## src/rtl/clkgen_pkg.sv

```systemverilog
package clkgen_pkg;
  localparam int CTL_SRC_LSB  = 0;
  localparam int CTL_SRC_W    = 4;
  localparam int CTL_EN_BIT   = 4;
  localparam int CTL_BUSY_BIT = 7;
  localparam int DIV_INT_LSB  = 12;
endpackage

```

## src/rtl/clkgen_regs.sv

```systemverilog
module clkgen_regs
  import clkgen_pkg::*;
(
  input  logic                 clk,
  input  logic                 rst_n,
  input  logic                 ctl_we,
  input  logic [31:0]          ctl_wdata,
  input  logic                 div_we,
  input  logic [31:0]          div_wdata,
  output logic [31:0]          ctl_rdata,
  output logic [31:0]          div_rdata,
  output logic                 enable,
  output logic [CTL_SRC_W-1:0] src_sel,
  output logic                 acc_clr
);
  logic [31:0] ctl_q, ctl_d;
  logic [31:0] div_q, div_d;

  always_comb begin
    ctl_d = ctl_we ? ctl_wdata : ctl_q;
    div_d = div_we ? div_wdata : div_q;
  end

  always_ff @(posedge clk or negedge rst_n) begin
    if (!rst_n) begin
      ctl_q <= '0;
      div_q <= '0;
    end else begin
      if (ctl_we) ctl_q <= ctl_d;
      if (div_we) div_q <= div_d;
    end
  end

  assign enable  = ctl_q[CTL_EN_BIT];
  assign src_sel = ctl_q[CTL_SRC_LSB +: CTL_SRC_W];
  assign acc_clr = ctl_we | div_we;

  always_comb begin
    ctl_rdata = ctl_q;
    ctl_rdata[CTL_BUSY_BIT] = enable;
  end
  assign div_rdata = div_q;

  AST_EN_CAPTURE: assert property (@(posedge clk) disable iff (!rst_n)
    ctl_we |=> (ctl_rdata[CTL_BUSY_BIT] == $past(ctl_wdata[CTL_EN_BIT])));
endmodule

```

## src/rtl/clkgen_srcsel.sv

```systemverilog
module clkgen_srcsel
  import clkgen_pkg::*;
#(
  parameter int NUM_SRC = 6
) (
  input  logic [NUM_SRC-1:1]   src_en,
  input  logic [CTL_SRC_W-1:0] src_sel,
  output logic                 sel_en
);
  logic [NUM_SRC-1:0] src_vec;

  assign src_vec[0] = 1'b0;
  generate
    for (genvar k = 1; k < NUM_SRC; k++) begin : g_src
      assign src_vec[k] = src_en[k];
    end
  endgenerate

  always_comb begin
    sel_en = 1'b0;
    for (int i = 0; i < NUM_SRC; i++) begin
      if (src_sel == CTL_SRC_W'(i)) sel_en = src_vec[i];
    end
  end
endmodule

```

## src/rtl/clkgen_accum.sv

```systemverilog
module clkgen_accum #(
  parameter int INT_W   = 4,
  parameter int FRAC_W  = 4,
  parameter int FIELD_W = 8
) (
  input  logic               clk,
  input  logic               rst_n,
  input  logic               enable,
  input  logic               sel_en,
  input  logic               clr,
  input  logic [FIELD_W-1:0] div_field,
  output logic               out_en
);
  localparam int DIV_W = INT_W + FRAC_W;
  localparam int ACC_W = FIELD_W + 1;

  logic out_d, out_q;
  assign out_en = out_q;

  generate
    if (DIV_W == 0) begin : g_pass
      always_comb out_d = enable & sel_en;

      always_ff @(posedge clk or negedge rst_n) begin
        if (!rst_n) out_q <= 1'b0;
        else        out_q <= out_d;
      end
    end else begin : g_frac
      localparam logic [ACC_W-1:0] STEP = ACC_W'(1) << FRAC_W;

      logic [ACC_W-1:0] acc_q, acc_d, sum, div_ext;
      logic             run, hit, acc_upd;

      assign div_ext = {1'b0, div_field};
      assign run     = enable && (div_field != '0);
      assign sum     = acc_q + STEP;
      assign hit     = sum >= div_ext;
      assign acc_upd = clr | ~run | sel_en;

      always_comb begin
        acc_d = acc_q;
        out_d = 1'b0;
        if (clr || !run) begin
          acc_d = '0;
        end else if (sel_en) begin
          if (div_ext < STEP) begin
            acc_d = '0;
            out_d = 1'b1;
          end else if (hit) begin
            acc_d = sum - div_ext;
            out_d = 1'b1;
          end else begin
            acc_d = sum;
          end
        end
      end

      always_ff @(posedge clk or negedge rst_n) begin
        if (!rst_n) begin
          acc_q <= '0;
          out_q <= 1'b0;
        end else begin
          if (acc_upd) acc_q <= acc_d;
          out_q <= out_d;
        end
      end

      AST_ACC_BOUND: assert property (@(posedge clk) disable iff (!rst_n)
        run |-> (acc_q < div_ext) || (div_ext < STEP));
      AST_CLR_EMPTY: assert property (@(posedge clk) disable iff (!rst_n)
        clr |=> (acc_q == '0));
      AST_ZERO_DIV: assert property (@(posedge clk) disable iff (!rst_n)
        (div_field == '0) |=> !out_en);
    end
  endgenerate

  AST_DIS_QUIET: assert property (@(posedge clk) disable iff (!rst_n)
    !enable |=> !out_en);
  AST_PULSE_CAUSE: assert property (@(posedge clk) disable iff (!rst_n)
    out_en |-> $past(sel_en));
endmodule

```

## src/rtl/clkgen_fracmux.sv

```systemverilog
module clkgen_fracmux
  import clkgen_pkg::*;
#(
  parameter int NUM_SRC = 6,
  parameter int INT_W   = 4,
  parameter int FRAC_W  = 4
) (
  input  logic               clk,
  input  logic               rst_n,
  input  logic               ctl_we,
  input  logic [31:0]        ctl_wdata,
  input  logic               div_we,
  input  logic [31:0]        div_wdata,
  output logic [31:0]        ctl_rdata,
  output logic [31:0]        div_rdata,
  input  logic [NUM_SRC-1:1] src_en,
  output logic               out_en
);
  localparam int DIV_W     = INT_W + FRAC_W;
  localparam int FIELD_W   = (DIV_W == 0) ? 1 : DIV_W;
  localparam int FIELD_LSB = DIV_INT_LSB - FRAC_W;

  logic [1:0]           rst_sync;
  logic                 rst_int_n;
  logic                 enable, acc_clr, sel_en;
  logic [CTL_SRC_W-1:0] src_sel;
  logic [FIELD_W-1:0]   div_field;

  always_ff @(posedge clk or negedge rst_n) begin
    if (!rst_n) rst_sync <= 2'b00;
    else        rst_sync <= {rst_sync[0], 1'b1};
  end
  assign rst_int_n = rst_sync[1];

  clkgen_regs u_regs (
    .clk       (clk),
    .rst_n     (rst_int_n),
    .ctl_we    (ctl_we),
    .ctl_wdata (ctl_wdata),
    .div_we    (div_we),
    .div_wdata (div_wdata),
    .ctl_rdata (ctl_rdata),
    .div_rdata (div_rdata),
    .enable    (enable),
    .src_sel   (src_sel),
    .acc_clr   (acc_clr)
  );

  clkgen_srcsel #(.NUM_SRC(NUM_SRC)) u_sel (
    .src_en  (src_en),
    .src_sel (src_sel),
    .sel_en  (sel_en)
  );

  generate
    if (DIV_W > 0) begin : g_field
      assign div_field = div_rdata[FIELD_LSB +: FIELD_W];
    end else begin : g_nofield
      assign div_field = '0;
    end
  endgenerate

  clkgen_accum #(.INT_W(INT_W), .FRAC_W(FRAC_W), .FIELD_W(FIELD_W)) u_acc (
    .clk       (clk),
    .rst_n     (rst_int_n),
    .enable    (enable),
    .sel_en    (sel_en),
    .clr       (acc_clr),
    .div_field (div_field),
    .out_en    (out_en)
  );

  AST_GND_SILENT: assert property (@(posedge clk) disable iff (!rst_int_n)
    (src_sel == '0) |-> !sel_en);
endmodule

```

## config.mk

```make
export PLATFORM = sky130hd
export DESIGN_NAME = clkgen_fracmux
export DESIGN_NICKNAME = d
export VERILOG_FILES = /design/src/rtl/clkgen_pkg.sv /design/src/rtl/clkgen_regs.sv /design/src/rtl/clkgen_srcsel.sv /design/src/rtl/clkgen_accum.sv /design/src/rtl/clkgen_fracmux.sv
export SDC_FILE = /design/constraint.sdc
export NUM_CORES = 1
export LEC_CHECK = 0
export BUFFER_PORTS_ARGS = -buffer_cell sky130_fd_sc_hd__buf_2
export CAP_MARGIN = 20
export CELL_PAD_IN_SITES_DETAIL_PLACEMENT = 2
export CELL_PAD_IN_SITES_GLOBAL_PLACEMENT = 2
export CORE_MARGIN = 2
export CORE_UTILIZATION = 27
export CTS_CLUSTER_DIAMETER = 200
export DETAILED_ROUTE_END_ITERATION = 10
export PLACE_DENSITY = 0.76
export SKIP_CTS_REPAIR_TIMING = 1
export SYNTH_ARGS = -nofsm -noshare
export SYNTH_HDL_FRONTEND = slang
export SYNTH_SLANG_ARGS = --single-unit
export TNS_END_PERCENT = 5
```

## constraint.sdc

```tcl
create_clock -name clk -period 2.4 [get_ports clk]
set_clock_uncertainty 0.2 [all_clocks]
set_input_delay 0 -clock clk [delete_from_list [all_inputs] [get_ports clk]]
set_output_delay 0 -clock clk [all_outputs]
set_load 0.01 [all_outputs]
```

==> summary.log <==
INFO  run_status     run_status=complete, but fails checks
INFO  run_status     failed_checks=negative setup slack
INFO  sta            max_slew.worst_pin.slew=0.501ns
INFO  detailed_routing antenna_left=0
INFO  global_route   groute.layer.met2.usage=30.4%
INFO  place          portBuffers=136
INFO  clock_tree     ctsHtreeMaxLevel=3
INFO  layout         finalNonFillerCells=678
INFO  sta            setup_violations=10
INFO  floorplanning  floorplan.initialDensity=27.7%
INFO  layout         layout_cells_sized_above_1=51.5%
INFO  critical_path  critPathBufInv=0
INFO  global_route   groute.layer.met3.usage=5.43%
INFO  critical_path  setup.worst_path.class=reg -> reg
INFO  sta            timing.slew.headroom=66.6%
INFO  place          dp.cells=592
INFO  sta            setup_ws=-0.551ns
INFO  yosys          ys_types=45
INFO  clock_tree     cts_inserted_buffers=9
INFO  critical_path  ff2ff_setup_slack=-0.55ns
INFO  critical_path  largest_stage_delay_on_the_critical_path=0.43ns
INFO  global_route   first_global_vias=3208
INFO  sta            layout_worst_path_cycle_share=123%
INFO  hold_path      min_path_cells=5
INFO  clock_tree     root_buffer=sky130_fd_sc_hd__clkbuf_16
INFO  yosys          seq_area_frac_synth=56.2%
INFO  detailed_routing drc=0
INFO  layout         final_stage_net_count=587
INFO  yosys          synth.cell_area=3340squm
INFO  hold_path      worst_hold_path_startpoint=src_en[3]
INFO  critical_path  regToRegStartpoint=u_acc.g_frac.acc_q[4]
INFO  critical_path  worstRegToRegCells=9
INFO  yosys          yosys_warning_total=0
INFO  sta            period_needed=2.95ns
INFO  global_route   global_route_wire_length_before_repair=16700um
INFO  critical_path  worstPathCellList=ha_2 -> xor2_1 -> ha_1 -> a21oi_2 -> and2b_1 -> or4_4 -> or2_4 -> a31o_1 -> a221o_1
INFO  hold_path      hold_path_end=u_acc.out_en
INFO  place          place_worst_setup_slack=-0.615ns
INFO  run            max_cap_viol_count=0
INFO  detailed_routing drt-wirelength-per-cell=18.9um
INFO  floorplanning  floorplan.die_area=13300squm
INFO  critical_path  worst_path_max_delay_cell=sky130_fd_sc_hd__or4_4
INFO  clock_tree     clock_tree.buffer_depth=2
INFO  yosys          synth_area_leader_cell=sky130_fd_sc_hd__dfrtp_1
INFO  yosys          yosysTopAreaCellShare=56.2%
INFO  critical_path  critical_path.endpoint_type=register
INFO  global_route   globalRouteTotalUtil=16.7%
INFO  critical_path  cpLargestDelayFamily=simple AND/OR/NAND/NOR gates
INFO  place          gp_congestion=0.805
INFO  detailed_routing dr_total_vias=3085
INFO  critical_path  critical_path_required=2.42ns
INFO  floorplanning  floorplan.rows=40
INFO  yosys          synth-seq-cells=75
INFO  sta            slew_violations=0
INFO  critical_path  path_max_fanout=3
INFO  sta            rsz_0062_raised_after_global_routing=yes
INFO  yosys          synthArstFlopShare=100%
INFO  layout         synthToLayoutAreaGrowth=66.0%
INFO  global_route   global_route.overflow_total=0
INFO  yosys          syn_inst=260
INFO  yosys          postSynthNetCount=343
INFO  floorplanning  die_y=115um
INFO  detailed_routing dr.pass1.iters=5
INFO  power_and_ir_drop totalPowerFinal=3.56mW
INFO  critical_path  reg2reg_to=u_acc.g_frac.acc_q[6]
INFO  clock_tree     tritoncts=yes
INFO  critical_path  critical_path_arrival=2.97ns
INFO  yosys          yosysMostFrequentCell=sky130_fd_sc_hd__dfrtp_1
INFO  clock_tree     clock_pin_slew_on_the_worst_setup_and_hold_paths=0.06ns
INFO  place          detailedPlacementHpwl=8190um
INFO  yosys          netlist_top_cells_area=sky130_fd_sc_hd__dfrtp_1 56%, sky130_fd_sc_hd__mux2_2 19%, sky130_fd_sc_hd__ha_1 3.4%, sky130_fd_sc_hd__o21ai_0 2.7%, sky130_fd_sc_hd__nand2_1 1.5%
INFO  yosys          postSynthAreaPerCell=12.8squm
INFO  power_and_ir_drop cellLeakagePower=2.66nW
INFO  power_and_ir_drop vdd.ir_drop.worst=0.367mV
INFO  sta            timing.fmax=339MHz
INFO  power_and_ir_drop power_density=643nW/um^2
INFO  yosys          postSynth.topFlopCell=sky130_fd_sc_hd__dfrtp_1
INFO  global_route   antenna_found_initial=1
INFO  floorplanning  io_pins=138
INFO  floorplanning  chipWidth=115um
INFO  layout         filler_cell_count=1251
INFO  sta            timing_hold_violations_final=0
INFO  detailed_routing finalWirelength=12800um
INFO  hold_path      min_path_type=in -> reg
INFO  global_route   grt_max_degree=40
INFO  detailed_routing post_drt_via_cell_ratio=4.55
INFO  floorplanning  core-area=12100squm
INFO  detailed_routing dr.first_iter.drc_count=63
INFO  critical_path  timing.critical_path.from_type=register
INFO  global_route   global_routing_met1_resource_utilization=18.3%
INFO  clock_tree     clock_insertion_delay_worst_skew=0.34ns
INFO  clock_tree     clock_sink_count=75
INFO  yosys          synthTopCellsByCount=75 x sky130_fd_sc_hd__dfrtp_1, 55 x sky130_fd_sc_hd__mux2_2, 18 x sky130_fd_sc_hd__o21ai_0
INFO  global_route   grt_peak_use_layer=met2
INFO  yosys          synth_edf_count=0
## power by group
| part | total [mW] | switching [mW] | internal (mW) |
|---|---|---|---|
| Sequential | 1.45 | 0.0797 | 1.37 |
| Clock | 1.39 | 0.560 | 0.833 |
| Combinational | 0.717 | 0.330 | 0.388 |
| Total | 3.56 | 0.970 | 2.59 |
## registers in the layout, summed over array words and instances, names as in the netlist
signal and cells:
rst_sync 2, u_regs.ctl_q 31, u_acc.out_en 1, u_regs.div_rdata 32, u_acc.g_frac.acc_q 9
## metal layers
metal / vias to the layer above / share of wire (%)
li1: 1421 / -
met1: 1564 / 36
met2: 84 / 59
met3: 16 / 4.3
met4: 0 / 1.6
met5: - / 0
## layout by cell type, fill, tap and decap left out, drive strengths merged, types with 5 or more instances in the layout
cell | netlist | final
buf | 6 | 177
dfrtp | 75 | 75
dlygate4sd3 | 0 | 67
mux2 | 55 | 55
o21ai | 18 | 18
nand2 | 13 | 13
inv | 11 | 11
clkbuf | 5 | 10
ha | 9 | 9
nor2 | 8 | 8
a21oi | 7 | 7
xnor2 | 5 | 5
## worst min-delay path, stage by stage
cell and delay, ns:
sky130_fd_sc_hd__buf_2 0.10, sky130_fd_sc_hd__nor2b_1 0.09, sky130_fd_sc_hd__o21ai_0 0.08, sky130_fd_sc_hd__o2111ai_1 0.21
sky130_fd_sc_hd__nor3_1 0.07
## cell type report
cell class | count | area, sq um | share of cell area, %
repair buffers | 244 | 1670 | 30.2
clock buffers | 10 | 239 | 4.31
flip-flops and latches | 75 | 1880 | 33.9
well taps | 168 | 210 | 3.79
diodes | 1 | 2.50 | 0.0451
inverters | 11 | 41.3 | 0.745
clock inverters | 6 | 65.1 | 1.17
multi-input cells | 163 | 1430 | 25.8
## through the flow
step / area [sq um] / hold WS (ns) / setup TNS (ns) / util, %
floorplan: 3340 / -0.496 / -6.72 / -
global placement: 4490 / -0.413 / -4.35 / 37.2
detailed placement: 4490 / -0.410 / -5.52 / 37.2
CTS: 4790 / -0.780 / -5.85 / 39.8
global route: 5540 / 0.137 / -5.44 / 46.0
finish: 5540 / 0.0710 / -4.41 / 46.0
## cell families (layout without fill, tap and decap cells)
group / count (synthesis) / count (layout) / share of synthesized area, %
adders and majority gates: 10 / 10 / 3.97
and+or+nand+nor: 45 / 45 / 7.46
muxes: 56 / 56 / 18.9
other: 1 / 2 / 0.112
buffers and inverters: 22 / 271 / 2.74
DFF: 75 / 75 / 56.2
AOI/OAI and AO/OA: 44 / 44 / 8.81
xor gates and xnor gates: 7 / 7 / 1.84
## worst max path at each step
| stage | start | endpoint | cells after the start |
|---|---|---|---|
| after global placement | u_acc.g_frac.acc_q[4] | u_acc.g_frac.acc_q[0] | 10 |
| after floorplan | u_acc.g_frac.acc_q[4] | u_acc.g_frac.acc_q[6] | 10 |
| final | u_acc.g_frac.acc_q[4] | u_acc.g_frac.acc_q[6] | 9 |
| after CTS | u_acc.g_frac.acc_q[4] | u_acc.g_frac.acc_q[6] | 10 |
| after detailed placement | u_acc.g_frac.acc_q[4] | u_acc.g_frac.acc_q[6] | 9 |
| after global routing | u_acc.g_frac.acc_q[4] | u_acc.g_frac.acc_q[6] | 9 |
Power figures use the tool's default switching activity.
